**src/rtl/ctl3w_pkg.sv**
```systemverilog
package ctl3w_pkg;
  localparam int ADDR_W    = 2;
  localparam int SHORT_LEN = 16;
  localparam int LONG_LEN  = 24;
  localparam int CNT_W     = $clog2(LONG_LEN + 2);

  localparam int DIV_W  = 16;
  localparam int PUMP_W = 2;
  localparam int LVL_W  = 3;
  localparam int SW_N   = 4;
  localparam int DAC_N  = 2;
  localparam int GAIN_W = 8;
  localparam int OFS_W  = 6;
  localparam int TUNE_W = 8;
  localparam int HPF_W  = TUNE_W + 1;

  // long-frame field positions
  localparam int DIV_LSB  = ADDR_W;
  localparam int LVL_LSB  = DIV_LSB + DIV_W;
  localparam int BUF_BIT  = LVL_LSB + LVL_W;
  localparam int PUMP_LSB = BUF_BIT + 1;
  localparam int SW_LSB   = DIV_LSB + DIV_W;
  localparam int MODE_BIT = SW_LSB + SW_N;

  // short-frame field positions
  localparam int GAIN_LSB = ADDR_W;
  localparam int OFS_LSB  = GAIN_LSB + GAIN_W;
  localparam int TUNE_LSB = SHORT_LEN - TUNE_W;

  localparam logic [ADDR_W-1:0] ADR_REF  = 2'd0;
  localparam logic [ADDR_W-1:0] ADR_FB   = 2'd1;
  localparam logic [ADDR_W-1:0] ADR_DACA = 2'd0;
  localparam logic [ADDR_W-1:0] ADR_DACB = 2'd1;
  localparam logic [ADDR_W-1:0] ADR_TUNE = 2'd2;

  typedef enum logic [2:0] {
    TGT_NONE,
    TGT_REF,
    TGT_FB,
    TGT_DACA,
    TGT_DACB,
    TGT_TUNE
  } tgt_e;
endpackage

```
**src/rtl/ctl3w_sync.sv**
```systemverilog
module ctl3w_sync #(
  parameter int W      = 1,
  parameter int STAGES = 2
) (
  input  logic         clk_i,
  input  logic         rst_ni,
  input  logic [W-1:0] d_i,
  output logic [W-1:0] q_o
);
  generate
    if (STAGES <= 1) begin : g_single
      logic [W-1:0] q_q;
      always_ff @(posedge clk_i or negedge rst_ni) begin
        if (!rst_ni) q_q <= '0;
        else         q_q <= d_i;
      end
      assign q_o = q_q;
    end else begin : g_chain
      logic [STAGES-1:0][W-1:0] stg_q;
      always_ff @(posedge clk_i or negedge rst_ni) begin
        if (!rst_ni) stg_q <= '0;
        else         stg_q <= {stg_q[STAGES-2:0], d_i};
      end
      assign q_o = stg_q[STAGES-1];
    end
  endgenerate
endmodule

```
**src/rtl/ctl3w_shift.sv**
```systemverilog
module ctl3w_shift
  import ctl3w_pkg::*;
(
  input  logic                clk_i,
  input  logic                rst_ni,
  input  logic                en_i,
  input  logic                sclk_i,
  input  logic                dat_i,
  output logic                done_o,
  output logic [CNT_W-1:0]    len_o,
  output logic [LONG_LEN-1:0] word_o
);
  localparam logic [CNT_W-1:0] CNT_MAX = '1;

  logic                en_q, sclk_q;
  logic [CNT_W-1:0]    cnt_q;
  logic [LONG_LEN-1:0] word_q;

  always_ff @(posedge clk_i or negedge rst_ni) begin
    if (!rst_ni) begin
      en_q   <= 1'b0;
      sclk_q <= 1'b0;
      cnt_q  <= '0;
      word_q <= '0;
    end else begin
      en_q   <= en_i;
      sclk_q <= sclk_i;
      if (en_i && !en_q) begin
        cnt_q  <= '0;
        word_q <= '0;
      end else if (en_i && sclk_i && !sclk_q) begin
        for (int i = 0; i < LONG_LEN; i++)
          if (cnt_q == CNT_W'(i)) word_q[i] <= dat_i;
        if (cnt_q != CNT_MAX) cnt_q <= cnt_q + 1'b1;  // saturate: over-long frames stay invalid
      end
    end
  end

  assign done_o = en_q & ~en_i;
  assign len_o  = cnt_q;
  assign word_o = word_q;
endmodule

```
**src/rtl/ctl3w_decode.sv**
```systemverilog
module ctl3w_decode
  import ctl3w_pkg::*;
(
  input  logic [CNT_W-1:0]    len_i,
  input  logic [LONG_LEN-1:0] word_i,
  output tgt_e                tgt_o
);
  logic [ADDR_W-1:0] adr;
  assign adr = word_i[ADDR_W-1:0];

  always_comb begin
    tgt_o = TGT_NONE;
    if (len_i == CNT_W'(LONG_LEN)) begin
      if      (adr == ADR_REF) tgt_o = TGT_REF;
      else if (adr == ADR_FB)  tgt_o = TGT_FB;
    end else if (len_i == CNT_W'(SHORT_LEN)) begin
      if      (adr == ADR_DACA) tgt_o = TGT_DACA;
      else if (adr == ADR_DACB) tgt_o = TGT_DACB;
      else if (adr == ADR_TUNE) tgt_o = TGT_TUNE;
    end
  end
endmodule

```
**src/rtl/ctl3w_regs.sv**
```systemverilog
module ctl3w_regs
  import ctl3w_pkg::*;
#(
  parameter int TUNE_MSB_HALF_PF = 16
) (
  input  logic                           clk_i,
  input  logic                           rst_ni,
  input  logic                           wr_i,
  input  tgt_e                           tgt_i,
  input  logic [LONG_LEN-1:0]            word_i,
  output logic [DIV_W-1:0]               ref_div_o,
  output logic [PUMP_W-1:0]              pump_o,
  output logic                           buf_off_o,
  output logic [LVL_W-1:0]               lvl_o,
  output logic [DIV_W-1:0]               fb_div_o,
  output logic [SW_N-1:0]                sw_off_o,
  output logic                           mode_o,
  output logic [DAC_N-1:0][GAIN_W-1:0]   gain_o,
  output logic [DAC_N-1:0][OFS_W-1:0]    ofs_o,
  output logic [TUNE_W-1:0]              tune_o,
  output logic [HPF_W-1:0]               half_pf_o
);
  localparam logic [HPF_W-1:0] MSB_STEP = HPF_W'(TUNE_MSB_HALF_PF);

  always_ff @(posedge clk_i or negedge rst_ni) begin
    if (!rst_ni) begin
      ref_div_o <= '0;
      pump_o    <= '0;
      buf_off_o <= 1'b0;
      lvl_o     <= '0;
    end else if (wr_i && tgt_i == TGT_REF) begin
      ref_div_o <= word_i[DIV_LSB +: DIV_W];
      lvl_o     <= word_i[LVL_LSB +: LVL_W];
      buf_off_o <= word_i[BUF_BIT];
      pump_o    <= word_i[PUMP_LSB +: PUMP_W];
    end
  end

  always_ff @(posedge clk_i or negedge rst_ni) begin
    if (!rst_ni) begin
      fb_div_o <= '0;
      sw_off_o <= '0;
      mode_o   <= 1'b0;
    end else if (wr_i && tgt_i == TGT_FB) begin
      fb_div_o <= word_i[DIV_LSB +: DIV_W];
      sw_off_o <= word_i[SW_LSB +: SW_N];
      mode_o   <= word_i[MODE_BIT];
    end
  end

  generate
    for (genvar ch = 0; ch < DAC_N; ch++) begin : g_dac
      localparam tgt_e CH_TGT = (ch == 0) ? TGT_DACA : TGT_DACB;
      logic [GAIN_W-1:0] gain_q;
      logic [OFS_W-1:0]  ofs_q;
      always_ff @(posedge clk_i or negedge rst_ni) begin
        if (!rst_ni) begin
          gain_q <= '0;
          ofs_q  <= '0;
        end else if (wr_i && tgt_i == CH_TGT) begin
          gain_q <= word_i[GAIN_LSB +: GAIN_W];
          ofs_q  <= word_i[OFS_LSB +: OFS_W];
        end
      end
      assign gain_o[ch] = gain_q;
      assign ofs_o[ch]  = ofs_q;
    end
  endgenerate

  always_ff @(posedge clk_i or negedge rst_ni) begin
    if (!rst_ni)                          tune_o <= '0;
    else if (wr_i && tgt_i == TGT_TUNE)   tune_o <= word_i[TUNE_LSB +: TUNE_W];
  end

  assign half_pf_o = (tune_o[TUNE_W-1] ? MSB_STEP : '0) + HPF_W'(tune_o[TUNE_W-2:0]);
endmodule

```
**src/rtl/ctl3w_top.sv**
```systemverilog
module ctl3w_top
  import ctl3w_pkg::*;
#(
  parameter int SYNC_STAGES      = 2,
  parameter int TUNE_MSB_HALF_PF = 16
) (
  input  logic              clk_i,
  input  logic              rst_ni,
  input  logic              ser_en_i,
  input  logic              ser_clk_i,
  input  logic              ser_dat_i,
  output logic [DIV_W-1:0]  ref_div_o,
  output logic [PUMP_W-1:0] pump_sel_o,
  output logic              buf_off_o,
  output logic [LVL_W-1:0]  lvl3_o,
  output logic [DIV_W-1:0]  fb_div_o,
  output logic [SW_N-1:0]   sw_off_o,
  output logic              dac_plain_o,
  output logic [GAIN_W-1:0] gain_a_o,
  output logic [OFS_W-1:0]  ofs_a_o,
  output logic [GAIN_W-1:0] gain_b_o,
  output logic [OFS_W-1:0]  ofs_b_o,
  output logic [TUNE_W-1:0] tune_code_o,
  output logic [HPF_W-1:0]  tune_half_pf_o
);
  logic [2:0]                 ser_s;
  logic                       frame_done;
  logic [CNT_W-1:0]           frame_len;
  logic [LONG_LEN-1:0]        frame_word;
  tgt_e                       frame_tgt;
  logic [DAC_N-1:0][GAIN_W-1:0] gain;
  logic [DAC_N-1:0][OFS_W-1:0]  ofs;

  // all three lines share one chain so their relative timing is preserved
  ctl3w_sync #(.W(3), .STAGES(SYNC_STAGES)) u_sync (
    .clk_i  (clk_i),
    .rst_ni (rst_ni),
    .d_i    ({ser_en_i, ser_clk_i, ser_dat_i}),
    .q_o    (ser_s)
  );

  ctl3w_shift u_shift (
    .clk_i  (clk_i),
    .rst_ni (rst_ni),
    .en_i   (ser_s[2]),
    .sclk_i (ser_s[1]),
    .dat_i  (ser_s[0]),
    .done_o (frame_done),
    .len_o  (frame_len),
    .word_o (frame_word)
  );

  ctl3w_decode u_decode (
    .len_i  (frame_len),
    .word_i (frame_word),
    .tgt_o  (frame_tgt)
  );

  ctl3w_regs #(.TUNE_MSB_HALF_PF(TUNE_MSB_HALF_PF)) u_regs (
    .clk_i     (clk_i),
    .rst_ni    (rst_ni),
    .wr_i      (frame_done),
    .tgt_i     (frame_tgt),
    .word_i    (frame_word),
    .ref_div_o (ref_div_o),
    .pump_o    (pump_sel_o),
    .buf_off_o (buf_off_o),
    .lvl_o     (lvl3_o),
    .fb_div_o  (fb_div_o),
    .sw_off_o  (sw_off_o),
    .mode_o    (dac_plain_o),
    .gain_o    (gain),
    .ofs_o     (ofs),
    .tune_o    (tune_code_o),
    .half_pf_o (tune_half_pf_o)
  );

  assign gain_a_o = gain[0];
  assign ofs_a_o  = ofs[0];
  assign gain_b_o = gain[1];
  assign ofs_b_o  = ofs[1];
endmodule

```
**config.mk**
```make
export PLATFORM = sky130hd
export DESIGN_NAME = ctl3w_top
export DESIGN_NICKNAME = d
export VERILOG_FILES = /design/src/rtl/ctl3w_pkg.sv /design/src/rtl/ctl3w_sync.sv /design/src/rtl/ctl3w_shift.sv /design/src/rtl/ctl3w_decode.sv /design/src/rtl/ctl3w_regs.sv /design/src/rtl/ctl3w_top.sv
export SDC_FILE = /design/constraint.sdc
export NUM_CORES = 1
export LEC_CHECK = 0
export BUFFER_PORTS_ARGS = -buffer_cell sky130_fd_sc_hd__buf_2
export CAP_MARGIN = 10
export CORE_MARGIN = 3
export CORE_UTILIZATION = 40
export CTS_CLUSTER_SIZE = 40
export DETAILED_ROUTE_END_ITERATION = 10
export PLACE_DENSITY_LB_ADDON = 0.08
export SYNTH_ARGS = -nofsm -noshare
export SYNTH_HDL_FRONTEND = slang
export SYNTH_SLANG_ARGS = --single-unit
```
**constraint.sdc**
```tcl
create_clock -name clk_i -period 5.25 [get_ports clk_i]
set_clock_uncertainty 0.2 [all_clocks]
set_input_delay 0.7875 -clock clk_i [delete_from_list [all_inputs] [get_ports clk_i]]
set_output_delay 0.7875 -clock clk_i [all_outputs]
set_load 0.05 [all_outputs]
```
Yosys cells after proc, flatten, opt, wreduce, memory -nomap -nowiden
Index checks and enable logic that the tools add are counted.
Widths: inputs -> output; s select.
Storage, ports and cells
  input bits: 5
  output and inout bits: 88
  flip-flop bits (word level): 116
  logic and storage cells: 177
Operators by class
  bitwise operators: 2
  reduce and logical (&&, ||, !) cells: 63
  mux-type cells: 37
  equal/unequal tests: 32
  add/subtract/negate cells: 2
Operators with widths (number)
  $reduce_bool 2->1: 26
  $reduce_and 2->1: 25
  $mux 24: 2
  $eq 5x5->1 const B: 9
  $eq 5x4->1 const B: 8
  $mux 1: 24
  $eq 5x3->1 const B: 4
  $mux 5: 4
  $mux 3: 6
  $eq 5x2->1 const B: 2
  $add 9x7->9: 1
  $logic_and 1x1->1: 8
  $eq 3x2->1 const B: 2
  $eq 3x3->1 const B: 2
  $add 5x1->5 const B: 1
  $eq 5x1->1 const B: 1
  $logic_not 5->1: 1
  $ne 5x5->1 const B: 1
  $eq 3x1->1 const B: 1
  $eq 2x1->1 const B: 1
  $eq 2x2->1 const B: 1
  $logic_not 1->1: 2
  $logic_not 2->1: 1
  $mux 2: 1
  2 further kinds: 2

Longest topological paths before layout
Gate-level depths: netlist of the first run.
  depth after elaboration: 8
  gate-level depth with buffers: 7
  depth with buffers taken out: 7

Cells and area by module
A second synthesis of the first run with hierarchy kept.
Second synthesis, totals
  cells, all modules: 357
  area, all modules: 4998.5 µm²
By module, submodules not included
  ctl3w_regs: cells an instance 180, seq. area each 1976.9 µm², area each 3049.2 µm², instances 1
  ctl3w_shift: cells an instance 156, seq. area each 775.7 µm², area each 1676.6 µm², instances 1
  ctl3w_sync: cells an instance 9, seq. area each 150.1 µm², area each 172.7 µm², instances 1
  ctl3w_decode: cells an instance 12, seq. area each 0.0 µm², area each 100.1 µm², instances 1

Least setup slack after synthesis of the first run
Ideal clock, no wire load.
  path kind: register to output
  start point: register u_regs.tune_o[4]
  end point: output port tune_half_pf_o[6]
  stages on the path, launching flop included: 4
  path buffers: 0
  slack: 2.476 ns
  data required time: 4.263 ns
  arrival: 1.787 ns
  path through: dfrtp_1 ha_1 ha_1 xor2_1
Between the ends
  cells in the longest elaborated chain, start to end: 1
Ends and longest elaborated chain
  start, declared: line ctl3w_regs.sv:20  | output logic [TUNE_W-1:0] tune_o,
  start signal, assigned: line ctl3w_regs.sv:72  | else if (wr_i && tgt_i == TGT_TUNE) tune_o <= word_i[TUNE_LSB +: TUNE_W];
  $add 9x7->9: line ctl3w_regs.sv:75  | assign half_pf_o = (tune_o[TUNE_W-1] ? MSB_STEP : '0) + HPF_W'(tune_o[TUNE_W-2:0]);
  end, declared: line ctl3w_top.sv:24  | output logic [HPF_W-1:0] tune_half_pf_o
Every way passes these cells.

Worst setup path in the final report of the first run
  start point: register u_shift.cnt_q[0] (netlist: u_shift.len_o[0])
  end point: register u_regs.ref_div_o[12]
Between the ends
  cells in the longest elaborated chain, start to end: 5
  elaborated cells on any way between the ends: 6
  classes of those cells: eq/ne (3); mux (2); reduce/logical (1)
Ends and longest elaborated chain
  start, declared: line ctl3w_shift.sv:16  | logic [CNT_W-1:0] cnt_q;
  start signal, assigned: line ctl3w_shift.sv:34  | if (cnt_q != CNT_MAX) cnt_q <= cnt_q + 1'b1;
  $eq 5x5->1: line ctl3w_decode.sv:16  | end else if (len_i == CNT_W'(SHORT_LEN)) begin
  $mux 3: line ctl3w_decode.sv:16
  $mux 3 *: line ctl3w_decode.sv:13  | if (len_i == CNT_W'(LONG_LEN)) begin
  $eq 3x1->1 *: line ctl3w_regs.sv:31  | end else if (wr_i && tgt_i == TGT_REF) begin
  $logic_and 1x1->1 *: line ctl3w_regs.sv:31
  end signal, assigned: line ctl3w_regs.sv:32  | ref_div_o <= word_i[DIV_LSB +: DIV_W];
  end, declared: line ctl3w_regs.sv:11  | output logic [DIV_W-1:0] ref_div_o,
Every way passes the cells marked *; elsewhere a longest branch is shown, timed or not.
A chain may end at the register's enable or synchronous reset.

==> results of run 1 <==
## synthesized netlist by cell type, types with 2 or more instances
cell      number  share of area
a21oi_1        2         0.0021
and3_1         2         0.0026
and4bb_2       2         0.0051
buf_1          2         0.0015
buf_2          3         0.0031
buf_4          8          0.012
clkbuf_1       6         0.0046
dfrtp_1      116           0.60
ha_1          11          0.028
inv_1          7         0.0054
mux2_1         4         0.0093
mux2_2        75           0.17
mux2i_1       24          0.049
nand2_1        5         0.0039
nand2b_1       2         0.0026
nand3_1       15          0.015
nand4_1        6         0.0077
nor2_1        30          0.023
nor2b_1        5         0.0064
nor4_1         2         0.0026
nor4b_4        2         0.0098
xnor2_1        2         0.0036
xor2_1         2         0.0036
## final timing paths
path / startpoint / endpoint / slack [ns] / cells after the start
setup / recovery: u_shift.len_o[0] / u_regs.ref_div_o[12] / 2.31 / 7
hold / removal: u_sync.g_chain.stg_q[1] / u_sync.q_o[1] / 0.15 / 0
setup reg to reg: u_shift.len_o[0] / u_regs.ref_div_o[12] / 2.31 / 7
hold reg to reg: u_sync.g_chain.stg_q[1] / u_sync.q_o[1] / 0.15 / 0
max in group asynchronous: rst_ni / u_regs.lvl_o[0] / 3.40 / 2
min in group asynchronous: rst_ni / u_regs.fb_div_o[7] / 0.35 / 1
## cells by family after synthesis
group,count (synthesis),synth area share
adders and majority gates,11,0.0283
other,1,0.000771
xor gates and xnor gates,4,0.00721
DFF,116,0.597
and+or+nand+nor,80,0.0983
AOI/OAI and AO/OA,5,0.00644
muxes,103,0.232
buffers and inverters,27,0.0293
## layer usage
layer,GRT usage,vias to the layer above
li1,-,1405
met1,0.221,1497
met4,0.0673,0
met5,0,-
met3,0.0497,9
met2,0.249,80
## area by class of cell
class,instances,share of cell area
Clock buffer,28,0.0867
Tap cell,143,0.0300
Multi-Input combinational cell,204,0.305
Sequential cell,116,0.487
Clock inverter,4,0.00336
Timing Repair Buffer,96,0.0832
Inverter,7,0.00441
## power groups by stage
stage	clock, mW	sequential, mW	combinational (mW)
global route	1.10	0.921	0.109
finish	1.03	0.920	0.0973
CTS	1.06	0.920	0.100
floorplan	0	0.934	0.0596
global placement	0	0.934	0.0993
detailed placement	0	0.935	0.100
## state kept, by name (all words and copies together), names as in the netlist
signal / cells
u_regs.lvl_o: 3
u_shift.sclk_q: 1
u_regs.tune_o: 8
u_regs.fb_div_o: 16
u_regs.sw_off_o: 4
u_regs.g_dac.ofs_q: 12
u_regs.g_dac.gain_q: 16
u_shift.word_o: 24
u_regs.ref_div_o: 16
u_shift.len_o: 5
u_sync.q_o: 3
u_regs.buf_off_o: 1
u_regs.pump_o: 2
u_sync.g_chain.stg_q: 3
u_regs.mode_o: 1
u_shift.en_q: 1
## per-stage QoR
stage	cell area [µm²]	setup slack, ns	hold WS (ns)	total power [mW]	std cells
after floorplan	4860	2.48	0.131	0.994	347
after global placement	5420	2.36	0.135	1.03	566
after detailed placement	5420	2.29	0.136	1.03	566
after CTS	5960	2.27	0.147	2.08	598
after global routing	5960	2.15	0.149	2.13	598
final	5960	2.31	0.147	2.05	598
## worst max-delay path: cells and delay by family, from the launching register on
kind / cells / cell delay [ns]
AOI/OAI and AO/OA: 1 / 0.14
DFF: 1 / 0.43
muxes: 1 / 0.38
and+or+nand+nor: 2 / 0.92
buffers and inverters: 2 / 0.53
adders and majority gates: 1 / 0.22
## cell usage in the layout (no fill, tap or decap), types with 2 or more instances in the layout
cell | Yosys | routed
a21oi_1 | 2 | 2
and3_1 | 2 | 2
and4bb_2 | 2 | 2
buf_2 | 3 | 90
buf_4 | 8 | 6
clkbuf_1 | 6 | 6
clkbuf_16 | 0 | 17
clkbuf_8 | 0 | 5
clkinv_2 | 0 | 4
dfrtp_1 | 116 | 116
ha_1 | 11 | 11
inv_1 | 7 | 7
mux2_1 | 4 | 4
mux2_2 | 75 | 75
mux2i_1 | 24 | 24
nand2_1 | 5 | 5
nand2b_1 | 2 | 2
nand3_1 | 15 | 15
nand4_1 | 6 | 6
nor2_1 | 30 | 30
nor2b_1 | 5 | 4
nor4_1 | 2 | 2
nor4b_4 | 2 | 2
xnor2_1 | 2 | 2
xor2_1 | 2 | 2
==> summary.txt, run 1 <==
highest metal used -> met4
DR DRC count -> 0
GPL Wtd Cong -> 0.822
FF+latch count, synth -> 116
CORE AREA -> 11700 µm²
CP max stage cell -> nor4b_4
fin crit period -> 2.94 ns
number of flops mapped to enable cells by yosys -> 0
Post-Synthesis Cells -> 347
Die Span X -> 116 µm
Reg power frac -> 0.449
synthesis warning total -> 0
total grt overflow -> 0
Nets -> 458
Leak -> 3.32 nW
Final Cycle Share -> 0.560
detailed placement HPWL -> 6690 µm
fin util -> 0.511
met2 routed WL -> 4880 µm
drt total wl -> 10200 µm
Iter 0 DRT Violations -> 149
antenna cells -> 0
clk slew on worst S/H paths -> 0.05 ns
Internal -> 1.60 mW
VDD IR-drop max -> 0.183 mV
Vias -> 2991
PortBufs -> 91
ys async rst share -> 1.00
vias in the first global route -> 2978
fmax -> 340 MHz
Hold Vio Cnt, Final -> 0
register area share after synthesis -> 0.597
Synth Cell Area -> 4860 µm²
# clock sinks -> 116
# rows -> 39
RSZ-0062 raised after global routing -> false
worst min path class -> flop to flop
Net Switching -> 0.451 mW
Net Sw Frac -> 0.221
Max Slew Vio Count -> 0
layout cells sized above 1 -> 0.453
Max Root-Sink Buffers -> 2
largest net degree at the start of global routing -> 81
layout filler cell count -> 1043
most common flop cell mapped by yosys -> dfrtp_1
CTS buffer count -> 17
outcome -> finished, final reports clean
CTS tree -> built
Metal-1 WL -> 4770 µm
final setup fails -> 0
clk root buf -> clkbuf_16
area occupied by multi-input gates -> 1820 µm²
worst-margin pin slew -> 1.04 ns
Setup CP Type -> flop to flop
Avg Inst Size Synth -> 14.0 µm²
first-pass GRT wire length -> 16700 µm
cells along the critical path -> inv_1 > ha_1 > and3b_1 > o21ai_2 > nor4b_4 > buf_4 > mux2_2
register area -> 2900 µm²
initial antenna violation count -> 0
met3 wire len -> 476 µm
Worst setup EP type -> flop
Tot GR Track Use -> 0.164
worst skew pair latency -> 0.41 ns
mean routed wirelength per cell -> 17.1 µm
Ports -> 93
Synth-to-Final Area Change -> 22.6%
die area -> 13500 µm²
Yosys cell types -> 37
DR pass1 iterations -> 4
Net Count, Synth -> 363
Routed Antenna Nets -> 0
Slew HR -> 0.308
H-tree depth -> 4
Req. time, crit path -> 5.34 ns
PostCTS Resize Cnt -> 0
Max FO, Critical Path -> 15
Die Y -> 116 µm
P per Cell Area -> 344 nW/µm²
CTS Hold Bufs -> 0
setup_tns -> 0 ns
Vias/cell -> 5.00
worst stage delay on the critical path -> 0.67 ns
Critical Path Start Type -> flop
Clock Power Share -> 0.503
Gate power share -> 0.048
crit path DAT -> 3.03 ns
initial core utilization -> 0.417
max-cap violations -> 0
Setup Buffers After CTS -> 0
No activity file was read; power rests on OpenSTA's default activity.
==> run 2: changes to the inputs <==
==> constraint.sdc (replaced) <==
create_clock -name clk_i -period 3 [get_ports clk_i]
set_clock_uncertainty 0.2 [all_clocks]
set_input_delay 0.45 -clock clk_i [delete_from_list [all_inputs] [get_ports clk_i]]
set_output_delay 0.45 -clock clk_i [all_outputs]
set_load 0.05 [all_outputs]
==> run 2 against run 1 <==
Register-to-register slack got worse by 1.8 ns. Global-route usage fell by 0.28 points. Via count rose by 2.5%. Largest cell class unchanged. Highest routed layer unchanged.
==> summary.txt, run 2 (synthesis gave the netlist of run 1 again) <==
initial core utilization -> 0.417
worst min path class -> flop to flop
PostCTS Resize Cnt -> 0
# rows -> 39
fmax -> 405 MHz
worst stage delay on the critical path -> 0.59 ns
outcome -> finished, final reports clean
Tot GR Track Use -> 0.162
cells along the critical path -> inv_1 > ha_1 > and3b_1 > o21ai_2 > nor4_4 > mux2_2
Critical Path Start Type -> flop
detailed placement HPWL -> 6860 µm
Nets -> 470
Die Span X -> 116 µm
max-cap violations -> 0
Max Slew Vio Count -> 0
drt total wl -> 10100 µm
die area -> 13500 µm²
largest net degree at the start of global routing -> 58
Synth-to-Final Area Change -> 25.3%
VDD IR-drop max -> 0.349 mV
CTS buffer count -> 17
Setup Buffers After CTS -> 0
layout cells sized above 1 -> 0.459
GPL Wtd Cong -> 0.819
Req. time, crit path -> 3.08 ns
initial antenna violation count -> 0
clk root buf -> clkbuf_16
Vias -> 3066
total grt overflow -> 0
crit path DAT -> 2.55 ns
Vias/cell -> 5.03
fin crit period -> 2.47 ns
CORE AREA -> 11700 µm²
clk slew on worst S/H paths -> 0.05 ns
CP max stage cell -> nor4_4
first-pass GRT wire length -> 16400 µm
final setup fails -> 0
antenna cells -> 0
Routed Antenna Nets -> 0
DR DRC count -> 0
Worst setup EP type -> flop
RSZ-0062 raised after global routing -> false
PortBufs -> 91
max reg flops -> 24
commonest non-fill, non-tap cells in the layout -> dfrtp_1, buf_2, mux2_2
Hold Vio Cnt, Final -> 0
Max FO, Critical Path -> 8
reg2reg setup slack -> 0.53 ns
DR pass1 iterations -> 4
Slew HR -> 0.448
Final Cycle Share -> 0.824
worst-margin pin slew -> 0.827 ns
worst skew pair latency -> 0.41 ns
Leak -> 3.39 nW
vias in the first global route -> 3079
P per Cell Area -> 602 nW/µm²
non-filler cells, final -> 609
Max Root-Sink Buffers -> 2
Iter 0 DRT Violations -> 148
placed insts -> 574
Setup CP Type -> flop to flop
Ports -> 93
Die Y -> 116 µm
setup_tns -> 0 ns
# clock sinks -> 116
commonest non-fill, non-tap cell in the layout -> dfrtp_1
H-tree depth -> 4
CTS tree -> built
mean routed wirelength per cell -> 16.5 µm
Overall Power -> 3.66 mW
## run 2: what timing repair did
item | CTS | global route
hold buffers | 4 | 0
endpoints found under the hold margin | 38 | 0
endpoints found under the setup margin | 0 | 0
## run 2: metal layers
metal / track usage / up-vias / routed length [µm]
met4: 0.0673 / 0 / 156
met2: 0.238 / 76 / 4560
met5: 0 / - / 0
met1: 0.225 / 1539 / 4890
li1: - / 1437 / -
met3: 0.0466 / 14 / 457
## run 2: cell type report
| class | instances | area (µm²) |
|---|---|---|
| Fill cell | 1021 | 5570 |
| Multi-Input combinational cell | 204 | 1820 |
| Timing Repair Buffer | 108 | 608 |
| Inverter | 7 | 26.3 |
| Sequential cell | 116 | 2900 |
| Clock inverter | 4 | 45.0 |
| Clock buffer | 27 | 513 |
| Tap cell | 143 | 179 |
## run 2: worst max-delay path, delay by kind of cell (launching register included)
family	cells	cell delay, ns
simple gates	2	0.85
flops	1	0.43
fa+ha+maj	1	0.23
buf+inv	1	0.10
mux	1	0.40
compound gates	1	0.14
## run 2: final timing paths
| kind | startpoint | endpoint | cells after the start |
|---|---|---|---|
| worst min-delay path | u_sync.g_chain.stg_q[2] | u_sync.q_o[2] | 0 |
| worst min register to register | u_sync.g_chain.stg_q[2] | u_sync.q_o[2] | 0 |
| worst max-delay path | u_shift.len_o[0] | u_regs.tune_o[6] | 6 |
| max in group asynchronous | rst_ni | u_regs.g_dac[0].ofs_q[0] | 3 |
| min in group asynchronous | rst_ni | u_regs.g_dac[0].gain_q[0] | 2 |
| worst max register to register | u_shift.len_o[0] | u_regs.tune_o[6] | 6 |
## run 2: through the flow
| stage | worst slack (ns) | hold WS [ns] | utilization | instance area (µm²) |
|---|---|---|---|---|
| 2_1_floorplan | 0.563 | -0.0456 | - | 4860 |
| 3_3_place_gp | 0.615 | 0.136 | 0.471 | 5490 |
| 3_5_place_dp | 0.513 | 0.140 | 0.471 | 5490 |
| 4_1_cts | 0.499 | 0.150 | 0.522 | 6090 |
| 5_1_grt | 0.322 | 0.153 | 0.522 | 6090 |
| 6_report | 0.529 | 0.146 | 0.522 | 6090 |
## run 2: report_power, final
group	total [mW]	switching, mW	internal (mW)
Combinational	0.186	0.126	0.0598
Clock	1.87	0.636	1.24
Sequential	1.60	0.0200	1.58
